===== src/rtl/spi_chain_pkg.sv =====
package spi_chain_pkg;
  localparam int WORD_W = 16;
  localparam int BITS_W = $clog2(WORD_W + 1);

  typedef enum logic [1:0] {
    S_IDLE    = 2'd0,
    S_SETUP   = 2'd1,
    S_ACTIVE  = 2'd2,
    S_RELEASE = 2'd3
  } sp_state_e;

  function automatic logic [BITS_W-1:0] size_to_bits(input logic [1:0] sel);
    case (sel)
      2'd0:    size_to_bits = BITS_W'(1);
      2'd1:    size_to_bits = BITS_W'(8);
      default: size_to_bits = BITS_W'(WORD_W);
    endcase
  endfunction
endpackage


===== src/rtl/spi_half_timer.sv =====
module spi_half_timer #(
  parameter int DIV_W = 8
) (
  input  logic             clk_i,
  input  logic             rst_ni,
  input  logic             run_i,
  input  logic [DIV_W-1:0] div_i,
  output logic             tick_o
);
  logic [DIV_W-1:0] cnt_q;
  logic [DIV_W-1:0] div_eff;

  assign div_eff = (div_i == '0) ? DIV_W'(1) : div_i;
  assign tick_o  = run_i && (cnt_q == div_eff - 1'b1);

  always_ff @(posedge clk_i or negedge rst_ni) begin
    if (!rst_ni)               cnt_q <= '0;
    else if (!run_i || tick_o) cnt_q <= '0;
    else                       cnt_q <= cnt_q + 1'b1;
  end

  p_cnt_in_range_r10: assert property (@(posedge clk_i) disable iff (!rst_ni)
    run_i |-> (cnt_q < div_eff));
endmodule


===== src/rtl/spi_frame_ctl.sv =====
module spi_frame_ctl #(
  parameter int FLEN_W = 16
) (
  input  logic              clk_i,
  input  logic              rst_ni,
  input  logic              clr_i,
  input  logic              bit_i,
  input  logic [FLEN_W-1:0] len_i,
  output logic              last_o
);
  logic [FLEN_W-1:0] cnt_q;

  // len 0: never flags a last bit, frame held open
  assign last_o = (len_i != '0) && (cnt_q == len_i - 1'b1);

  always_ff @(posedge clk_i or negedge rst_ni) begin
    if (!rst_ni)     cnt_q <= '0;
    else if (clr_i)  cnt_q <= '0;
    else if (bit_i)  cnt_q <= last_o ? '0 : cnt_q + 1'b1;
  end

  p_cnt_below_len_r7: assert property (@(posedge clk_i) disable iff (!rst_ni)
    (len_i != '0) |-> (cnt_q < len_i));
endmodule


===== src/rtl/spi_shifter.sv =====
module spi_shifter #(
  parameter int W = 16
) (
  input  logic         clk_i,
  input  logic         rst_ni,
  input  logic         load_i,
  input  logic [W-1:0] load_val_i,
  input  logic         shift_i,
  input  logic         sample_i,
  input  logic         miso_i,
  output logic         msb_o,
  output logic         hold_o,
  output logic [W-1:0] rx_o
);
  logic [W-1:0] tx_q;
  logic [W-1:0] rx_q;
  logic         hold_q;

  always_ff @(posedge clk_i or negedge rst_ni) begin
    if (!rst_ni) begin
      tx_q   <= '0;
      rx_q   <= '0;
      hold_q <= 1'b0;
    end else if (load_i) begin
      tx_q <= load_val_i;
      rx_q <= '0;
    end else begin
      if (shift_i) begin
        tx_q   <= tx_q << 1;
        hold_q <= tx_q[W-1];
      end
      if (sample_i) rx_q <= {rx_q[W-2:0], miso_i};
    end
  end

  assign msb_o  = tx_q[W-1];
  assign hold_o = hold_q;
  assign rx_o   = rx_q;
endmodule


===== src/rtl/spi_chain_master.sv =====
module spi_chain_master
  import spi_chain_pkg::*;
#(
  parameter int                DIV_W    = 8,
  parameter int                FLEN_W   = 16,
  parameter logic [DIV_W-1:0]  DEF_DIV  = 1,
  parameter logic [FLEN_W-1:0] DEF_FLEN = 16
) (
  input  logic              clk_i,
  input  logic              rst_ni,
  input  logic              cfg_we_i,
  input  logic [1:0]        cfg_mode_i,
  input  logic              cfg_cs_pol_i,
  input  logic [FLEN_W-1:0] cfg_frame_len_i,
  input  logic [DIV_W-1:0]  cfg_div_i,
  input  logic              start_i,
  input  logic [1:0]        size_i,
  input  logic [15:0]       tx_i,
  output logic              busy_o,
  output logic              done_o,
  output logic [15:0]       rx_o,
  output logic              sclk_o,
  output logic              mosi_o,
  input  logic              miso_i,
  output logic              cs_o
);
  sp_state_e         state_q;
  logic [1:0]        mode_q;
  logic              cspol_q;
  logic [FLEN_W-1:0] flen_q;
  logic [DIV_W-1:0]  div_q;
  logic [BITS_W-1:0] left_q;
  logic              cs_act_q;
  logic              done_q;

  logic              tick, frame_last, pha, cpol;
  logic              start_ok, setup_end, active_end, rel_end;
  logic              do_sample, do_shift, msb, hold;
  logic [BITS_W-1:0] n_bits;
  logic [WORD_W-1:0] aligned;

  assign pha        = mode_q[0];
  assign cpol       = mode_q[1];
  assign start_ok   = start_i && (state_q == S_IDLE) && !cfg_we_i;
  assign n_bits     = size_to_bits(size_i);
  assign aligned    = tx_i << (BITS_W'(WORD_W) - n_bits);
  assign setup_end  = (state_q == S_SETUP)   && tick;
  assign active_end = (state_q == S_ACTIVE)  && tick;
  assign rel_end    = (state_q == S_RELEASE) && tick;
  assign do_sample  = (setup_end && !pha) || (active_end && pha);
  // shift on trailing edge; a releasing bit shifts after its extra half-period
  assign do_shift   = (active_end && !frame_last) || rel_end;

  spi_half_timer #(.DIV_W(DIV_W)) u_timer (
    .clk_i (clk_i),
    .rst_ni(rst_ni),
    .run_i (state_q != S_IDLE),
    .div_i (div_q),
    .tick_o(tick)
  );

  spi_frame_ctl #(.FLEN_W(FLEN_W)) u_frame (
    .clk_i (clk_i),
    .rst_ni(rst_ni),
    .clr_i (cfg_we_i),
    .bit_i (active_end && !cfg_we_i),
    .len_i (flen_q),
    .last_o(frame_last)
  );

  spi_shifter #(.W(WORD_W)) u_shift (
    .clk_i     (clk_i),
    .rst_ni    (rst_ni),
    .load_i    (start_ok),
    .load_val_i(aligned),
    .shift_i   (do_shift),
    .sample_i  (do_sample),
    .miso_i    (miso_i),
    .msb_o     (msb),
    .hold_o    (hold),
    .rx_o      (rx_o)
  );

  always_ff @(posedge clk_i or negedge rst_ni) begin
    if (!rst_ni) begin
      state_q  <= S_IDLE;
      mode_q   <= 2'd0;
      cspol_q  <= 1'b0;
      flen_q   <= DEF_FLEN;
      div_q    <= DEF_DIV;
      left_q   <= '0;
      cs_act_q <= 1'b0;
      done_q   <= 1'b0;
    end else begin
      done_q <= 1'b0;
      if (cfg_we_i) begin
        mode_q   <= cfg_mode_i;
        cspol_q  <= cfg_cs_pol_i;
        flen_q   <= cfg_frame_len_i;
        div_q    <= cfg_div_i;
        state_q  <= S_IDLE;
        left_q   <= '0;
        cs_act_q <= 1'b0;
      end else begin
        unique case (state_q)
          S_IDLE: if (start_ok) begin
            state_q  <= S_SETUP;
            cs_act_q <= 1'b1;
            left_q   <= n_bits;
          end
          S_SETUP: if (tick) state_q <= S_ACTIVE;
          S_ACTIVE: if (tick) begin
            left_q <= left_q - 1'b1;
            if (frame_last) begin
              state_q  <= S_RELEASE;
              cs_act_q <= 1'b0;
            end else if (left_q == BITS_W'(1)) begin
              state_q <= S_IDLE;
              done_q  <= 1'b1;
            end else begin
              state_q <= S_SETUP;
            end
          end
          S_RELEASE: if (tick) begin
            if (left_q == '0) begin
              state_q <= S_IDLE;
              done_q  <= 1'b1;
            end else begin
              state_q  <= S_SETUP;
              cs_act_q <= 1'b1;
            end
          end
          default: state_q <= S_IDLE;
        endcase
      end
    end
  end

  assign sclk_o = cpol ^ ((state_q == S_ACTIVE) || (state_q == S_RELEASE));
  assign mosi_o = ((state_q == S_IDLE) || ((state_q == S_SETUP) && pha)) ? hold : msb;
  assign cs_o   = cspol_q ? cs_act_q : !cs_act_q;
  assign busy_o = (state_q != S_IDLE);
  assign done_o = done_q;

  p_cs_release_clk_active_r8: assert property (@(posedge clk_i) disable iff (!rst_ni)
    (!cs_act_q && $past(cs_act_q) && !$past(cfg_we_i)) |-> (sclk_o != cpol));
  p_edge_inside_frame_r7: assert property (@(posedge clk_i) disable iff (!rst_ni)
    $changed(sclk_o) && (sclk_o != cpol) && !$past(cfg_we_i) |-> cs_act_q);
  p_done_single_r11: assert property (@(posedge clk_i) disable iff (!rst_ni)
    done_o |=> !done_o);
  p_start_accepted_r11: assert property (@(posedge clk_i) disable iff (!rst_ni)
    (start_i && !busy_o && !cfg_we_i) |=> busy_o);
  p_done_all_bits_r5: assert property (@(posedge clk_i) disable iff (!rst_ni)
    done_o |-> (left_q == '0) && !busy_o);
endmodule


===== config.mk =====
export PLATFORM = sky130hd
export DESIGN_NAME = spi_chain_master
export DESIGN_NICKNAME = d
export VERILOG_FILES = /design/src/rtl/spi_chain_pkg.sv /design/src/rtl/spi_half_timer.sv /design/src/rtl/spi_frame_ctl.sv /design/src/rtl/spi_shifter.sv /design/src/rtl/spi_chain_master.sv
export SDC_FILE = /design/constraint.sdc
export NUM_CORES = 1
export LEC_CHECK = 0
export BUFFER_PORTS_ARGS = -buffer_cell sky130_fd_sc_hd__clkbuf_2
export CORE_MARGIN = 10
export CORE_UTILIZATION = 30
export CTS_BUF_LIST = sky130_fd_sc_hd__clkbuf_8
export CTS_CLUSTER_SIZE = 25
export DETAILED_ROUTE_END_ITERATION = 7
export PLACE_DENSITY = 0.5
export SKIP_LAST_GASP = 1
export SLEW_MARGIN = 5
export SYNTH_ARGS = -nofsm -noshare
export SYNTH_HDL_FRONTEND = slang
export SYNTH_SLANG_ARGS = --single-unit

===== constraint.sdc =====
create_clock -name clk_i -period 3.6 [get_ports clk_i]
set_input_delay 0.18 -clock clk_i [delete_from_list [all_inputs] [get_ports clk_i]]
set_output_delay 0.18 -clock clk_i [all_outputs]
set_load 0.005 [all_outputs]

# Yosys cells after proc, flatten, opt, wreduce, memory -nomap -nowiden
# Cells that the tools add are included.
# word_totals
n_memories,0
elab_cells,111
in_bits,50
ram_bits,0
mem_bits_ro,0
latch_bits,0
output_inout_bits,21
reg_bits,93
# classes
reduce_logical,37
n_mul,0
magnitude_cmp,0
shift,1
div,0
bitwise,2
add_sub_neg,6
muxes,39
eq_ne,13
# op_table
op,count
two-way mux 16 bit,7
one-hot mux 5 bit (2 select lines),2
inequality test 3 bit (second input constant),6
adder 16 x 1 -> 16 bit (second input constant),1
== test 16 bit,1
two-way mux 1 bit,16
two-way mux 8 bit,2
nonzero test 16 bit,1
left shift 16 x 5 -> 16 bit,1
subtractor 16 x 1 -> 16 bit (second input constant),1
two-way mux 5 bit,3
logical AND 1 bit,12
two-way mux 2 bit,6
adder 8 x 1 -> 8 bit (second input constant),1
== test 8 bit,1
logical NOT 8 bit,1
one-hot mux 2 bit (4 select lines),1
nonzero test 2 bit,4
subtractor 8 x 1 -> 8 bit (second input constant),1
AND reduction 6 bit,1
== test 5 x 1 -> 1 bit (second input constant),1
logical NOT 1 bit,5
logical NOT 5 bit,1
logical OR 1 bit,5
other kinds (14),17

# Longest topological paths before layout
# depth
depth_word,10
ltp_mapped,12
ltp_nobuf,10

# Hierarchy
# Synthesis repeated with hierarchy kept, for this count alone.
# unflattened
hier_cells,587
area_unflattened_um2,5734.2
# by_module_without_submodules
mod,seq_area_each_um2,area_per_inst_um2,instances,cells_each
spi_chain_master,903.4,2104.5,1,197
spi_shifter,825.8,1468.9,1,124
spi_frame_ctl,400.4,1381.3,1,166
spi_half_timer,200.2,779.5,1,100

# Worst setup path before layout
# Ideal clock, no wire load.
# synth_timing
path_kind,register to register
from,register div_q[3]
to,register u_shift.tx_q[10]
path_slack_ns,0.274
arrival_time_ns,3.200
n_path_buf,2
required_ns,3.474
setup_ns,0.126
path_stages_with_launch,13
period_less_slack_ns,3.326
path_cell_list,dfrtp_1 -> nor4_2 -> a31oi_1 -> ha_1 -> xnor2_1 -> a221oi_1 -> o221ai_1 -> or4b_1 -> buf_2 -> nor3_1 -> a21oi_2 -> buf_4 -> a221o_1
# synth_via
elab_chain_cells,9
word_cells_on_any_way,10
cone_classes,add/sub (1); eq/ne (1); mux (1); reduce/logical (7)
# synth_lines
element,line,rtl
"start, declared",spi_chain_master.sv:31,logic [DIV_W-1:0] div_q;
"start signal, assigned",spi_chain_master.sv:100,div_q <= cfg_div_i;
logical NOT 8 bit,spi_half_timer.sv:13,assign div_eff = (div_i == '0) ? DIV_W'(1) : div_i;
two-way mux 8 bit (*),spi_half_timer.sv:13,
subtractor 8 x 1 -> 8 bit (*),spi_half_timer.sv:14,assign tick_o = run_i && (cnt_q == div_eff - 1'b1);
== test 8 bit (*),spi_half_timer.sv:14,
logical AND 1 bit (*),spi_half_timer.sv:14,
logical AND 1 bit,spi_chain_master.sv:48,assign active_end = (state_q == S_ACTIVE) && tick;
logical AND 1 bit,spi_chain_master.sv:52,assign do_shift = (active_end && !frame_last) || rel_end;
logical OR 1 bit (*),spi_chain_master.sv:52,
nonzero test 2 bit (no source line) (*),n/a,
"end signal, assigned",spi_shifter.sv:25,tx_q <= load_val_i;
"end signal, assigned",spi_shifter.sv:29,tx_q <= tx_q << 1;
"end, declared",spi_shifter.sv:15,logic [W-1:0] tx_q;
# Mark *: on every way between the ends. The rest lies on a longest branch, timed or not.
# A chain may end at the register's enable or synchronous reset.

# Final worst setup path
# layout_timing
from,register div_q[3]
to,register left_q[3]
# layout_via
elab_chain_cells,7
# layout_lines
element,line,rtl
logical NOT 8 bit,spi_half_timer.sv:13,
two-way mux 8 bit (*),spi_half_timer.sv:13,
subtractor 8 x 1 -> 8 bit (*),spi_half_timer.sv:14,
== test 8 bit (*),spi_half_timer.sv:14,
logical AND 1 bit (*),spi_half_timer.sv:14,
inequality test 3 bit (no source line) (*),n/a,
AND reduction 3 bit (no source line) (*),n/a,
"end signal, assigned",spi_chain_master.sv:109,left_q <= n_bits;
"end signal, assigned",spi_chain_master.sv:113,left_q <= left_q - 1'b1;
"end, declared",spi_chain_master.sv:32,logic [BITS_W-1:0] left_q;
# Marked as above.

==> flow_summary.ini <==
[sta]
worstMarginPinSlew_ns = 1.10
fin_crit_sh = 0.933
hold_slack_ns = -0.0284
clock_skew_ns = 0.0132
setup_viol = 0
rsz0062_at_grt = false
slew_headroom = 0.267
fmax_mhz = 298
min_period_ns = 3.36
hold_viol = 7
fin_tns_setup_ns = 0
maxSlewViolCount = 0

[floorplan]
die_w_um = 156
die_area_um2 = 24300
core_um2 = 18100
start_util = 0.306
die_h_um = 156
rows = 49
ios = 71

[route]
drtAntennaViolNets = 0
wire_per_inst_um = 16.3
via_per_inst = 5.29
first_iter_violations = 273
firstDrtPassIters = 5
drt_wl_total_um = 14900
drc = 0
num_vias = 4821

[placement]
place.port_buffers = 70
dp_hpwl_um = 11200
dp.cells = 888
globalplace.congestion = 0.833

[clock_network]
postCtsSetupBuffers = 0
cts_root_buffer = clkbuf_8
htree_levels = 3
cts_tree = done
path_clk_slew_ns = 0.10
clkLatencyLatePin_ns = 0.38
cts_buffers = 9
clockBufferDepth = 2
clock_sinks = 93

[cells_and_area]
layout.cells.non_filler = 911
area_growth_pct = 16.8
fin_nets = 734
nFillCells = 1818
drive_gt1_frac = 0.217
num_antenna_cells = 0

[synth]
synth-async-reset-ratio = 1.00
synth_edf_count = 0
synthesis.nets = 661
synth-main-ff-cell = dfrtp_1
yosysMostFrequentCell = dfrtp_1
ys_types = 72
ys_seq_area_frac = 0.421
ys_ff_latch = 93
synthTopCellsByCount = dfrtp_1 (91), nand2_1 (69), nor2_1 (53)
avgSynthCellArea_um2 = 9.17
netlist_area_um2 = 5540
synth_top_area_cell = dfrtp_1
synth.area.top_cells = dfrtp_1 (41%), nand2_1 (4.7%), mux2_2 (4.1%)
synth_top_area_share = 0.411
synthCells = 604
synth.yosys.warnings = 0

[worst_setup_path]
start_kind = flip-flop
rr_startpoint = div_q[3]
crit_path_end_kind = flip-flop
worstReg2RegEnd = left_q[3]
worst-r2r-setup-slack_ns = 0.24
crit_fanout = 8
crit_arrival_ns = 3.61
cp.required_ns = 3.85
reg2reg_depth = 11
critPathKind = flip-flop to flip-flop

[global_route]
grt_pass1_wl_um = 25100
grt_most_used_layer = met2
grt_use_met1 = 0.150
grt_max_degree = 85
globalRouteMet3Util = 0.0342
overflow = 0
antenna_found_initial = 0
gr-usage-all-layers = 0.126
gr-usage-met2 = 0.213
grt_pass1_vias = 5044

[status]
violations = negative hold slack
status = finished with violations

[power]
vdd_drop_max_mv = 0.168
leakagePower_uw = 0.00273
powerDensity_nw_per_um2 = 362

[min_path]
hold_path.class = input pin to async pin

[job]
max_cap_viol_count = 0
-- where the power goes --
part / internal, µW / switching (µW) / leakage, µW
Sequential: 1110 / 80.8 / 0.00121
Clock: 332 / 414 / 0.000102
Combinational: 181 / 218 / 0.00142
-- cell usage in the layout (no fill, tap or decap), types with 7 or more instances in the layout --
cell type / netlist / routed
dlygate4sd3_1: 0 / 7
mux2i_1: 21 / 21
o21ai_0: 16 / 16
nand2_1: 69 / 69
mux2_2: 20 / 20
clkbuf_8: 0 / 9
nand4_1: 11 / 11
ha_1: 7 / 7
nor2_1: 53 / 53
and3_1: 9 / 9
a31oi_1: 24 / 24
inv_1: 22 / 22
xnor2_1: 20 / 20
dfrtp_1: 91 / 91
a221o_1: 8 / 8
xor2_1: 15 / 15
nor3_1: 15 / 15
clkbuf_2: 0 / 69
a21oi_1: 21 / 21
nand3_1: 33 / 33
buf_4: 2 / 20
o21ai_1: 13 / 13
-- worst max path at each step --
stage / from / end / slack (ns) / cells past startpoint
after detailed placement: div_q[3] / left_q[3] / 0.07 / 11
after global routing: div_q[3] / left_q[3] / 0.03 / 11
after floorplan: div_q[3] / u_shift.tx_q[10] / 0.27 / 12
after CTS: div_q[3] / left_q[3] / 0.06 / 11
after global placement: div_q[3] / left_q[0] / 0.16 / 11
final: div_q[3] / left_q[3] / 0.24 / 11
-- routing by layer --
metal | vias up | routed length [µm]
met4 | 0 | 273
met3 | 19 | 731
met1 | 2375 | 6590
met2 | 100 | 7300
met5 | - | 0
li1 | 2327 | -
-- state kept, by name, indices dropped and copies added, names as in the netlist, 2 cells and up --
name,flops
flen_q,16
u_frame.cnt_q,16
u_shift.rx_o,16
u_shift.tx_q,16
div_q,8
u_timer.cnt_q,8
left_q,5
mode_q,2
state_q,2
-- area by class of cell --
| type | count | area [µm²] | share of cell area |
|---|---|---|---|
| repair buffers | 97 | 586 | 0.0906 |
| inverters | 23 | 86.3 | 0.0134 |
| flip-flops and latches | 93 | 2330 | 0.360 |
| clock inverters | 7 | 83.8 | 0.0130 |
| multi-input cells | 453 | 2970 | 0.459 |
| clock buffers | 9 | 124 | 0.0192 |
| well taps | 229 | 287 | 0.0443 |
-- worst max-delay path, stage by stage (launching register included) --
cell,delay [ns]
dfrtp_1,0.42
nor4_4,0.33
a31oi_1,0.15
ha_1,0.32
xnor2_1,0.13
a221oi_1,0.20
o221ai_1,0.20
or4b_4,0.61
buf_4,0.18
o31a_1,0.39
o21ai_0,0.20
o31ai_1,0.10
-- per-stage QoR --
stage                     setup WS (ns)  power (µW)  hold slack, ns   util  area, µm²
after global placement            0.163        1600           0.393  0.341       6170
after global routing             0.0324        2480          0.0127  0.357       6460
after detailed placement         0.0668        1610           0.403  0.341       6170
after CTS                        0.0555        2370        0.000188  0.357       6450
final                             0.240        2340         -0.0284  0.357       6460
after floorplan                   0.274        1460          -0.116      -       5540
-- cell families (layout without fill, tap and decap cells) --
logic type                 after synthesis  after routing  share of synthesized area
AOI/OAI and AO/OA                      129            129                      0.157
xor gates and xnor gates                35             35                     0.0554
adders and majority gates                7              7                     0.0158
buffers and inverters                   58            136                     0.0452
DFF                                     93             93                      0.421
muxes                                   42             42                     0.0807
and+or+nand+nor                        240            240                      0.226
-- repair_timing --
| item | CTS | global route |
|---|---|---|
| hold buffers | 7 | 0 |
| endpoints found under the setup margin | 0 | 30 |
| endpoints found under the hold margin | 7 | 0 |
| resized for setup | 0 | 2 |
(Power assumes the default switching activity.)
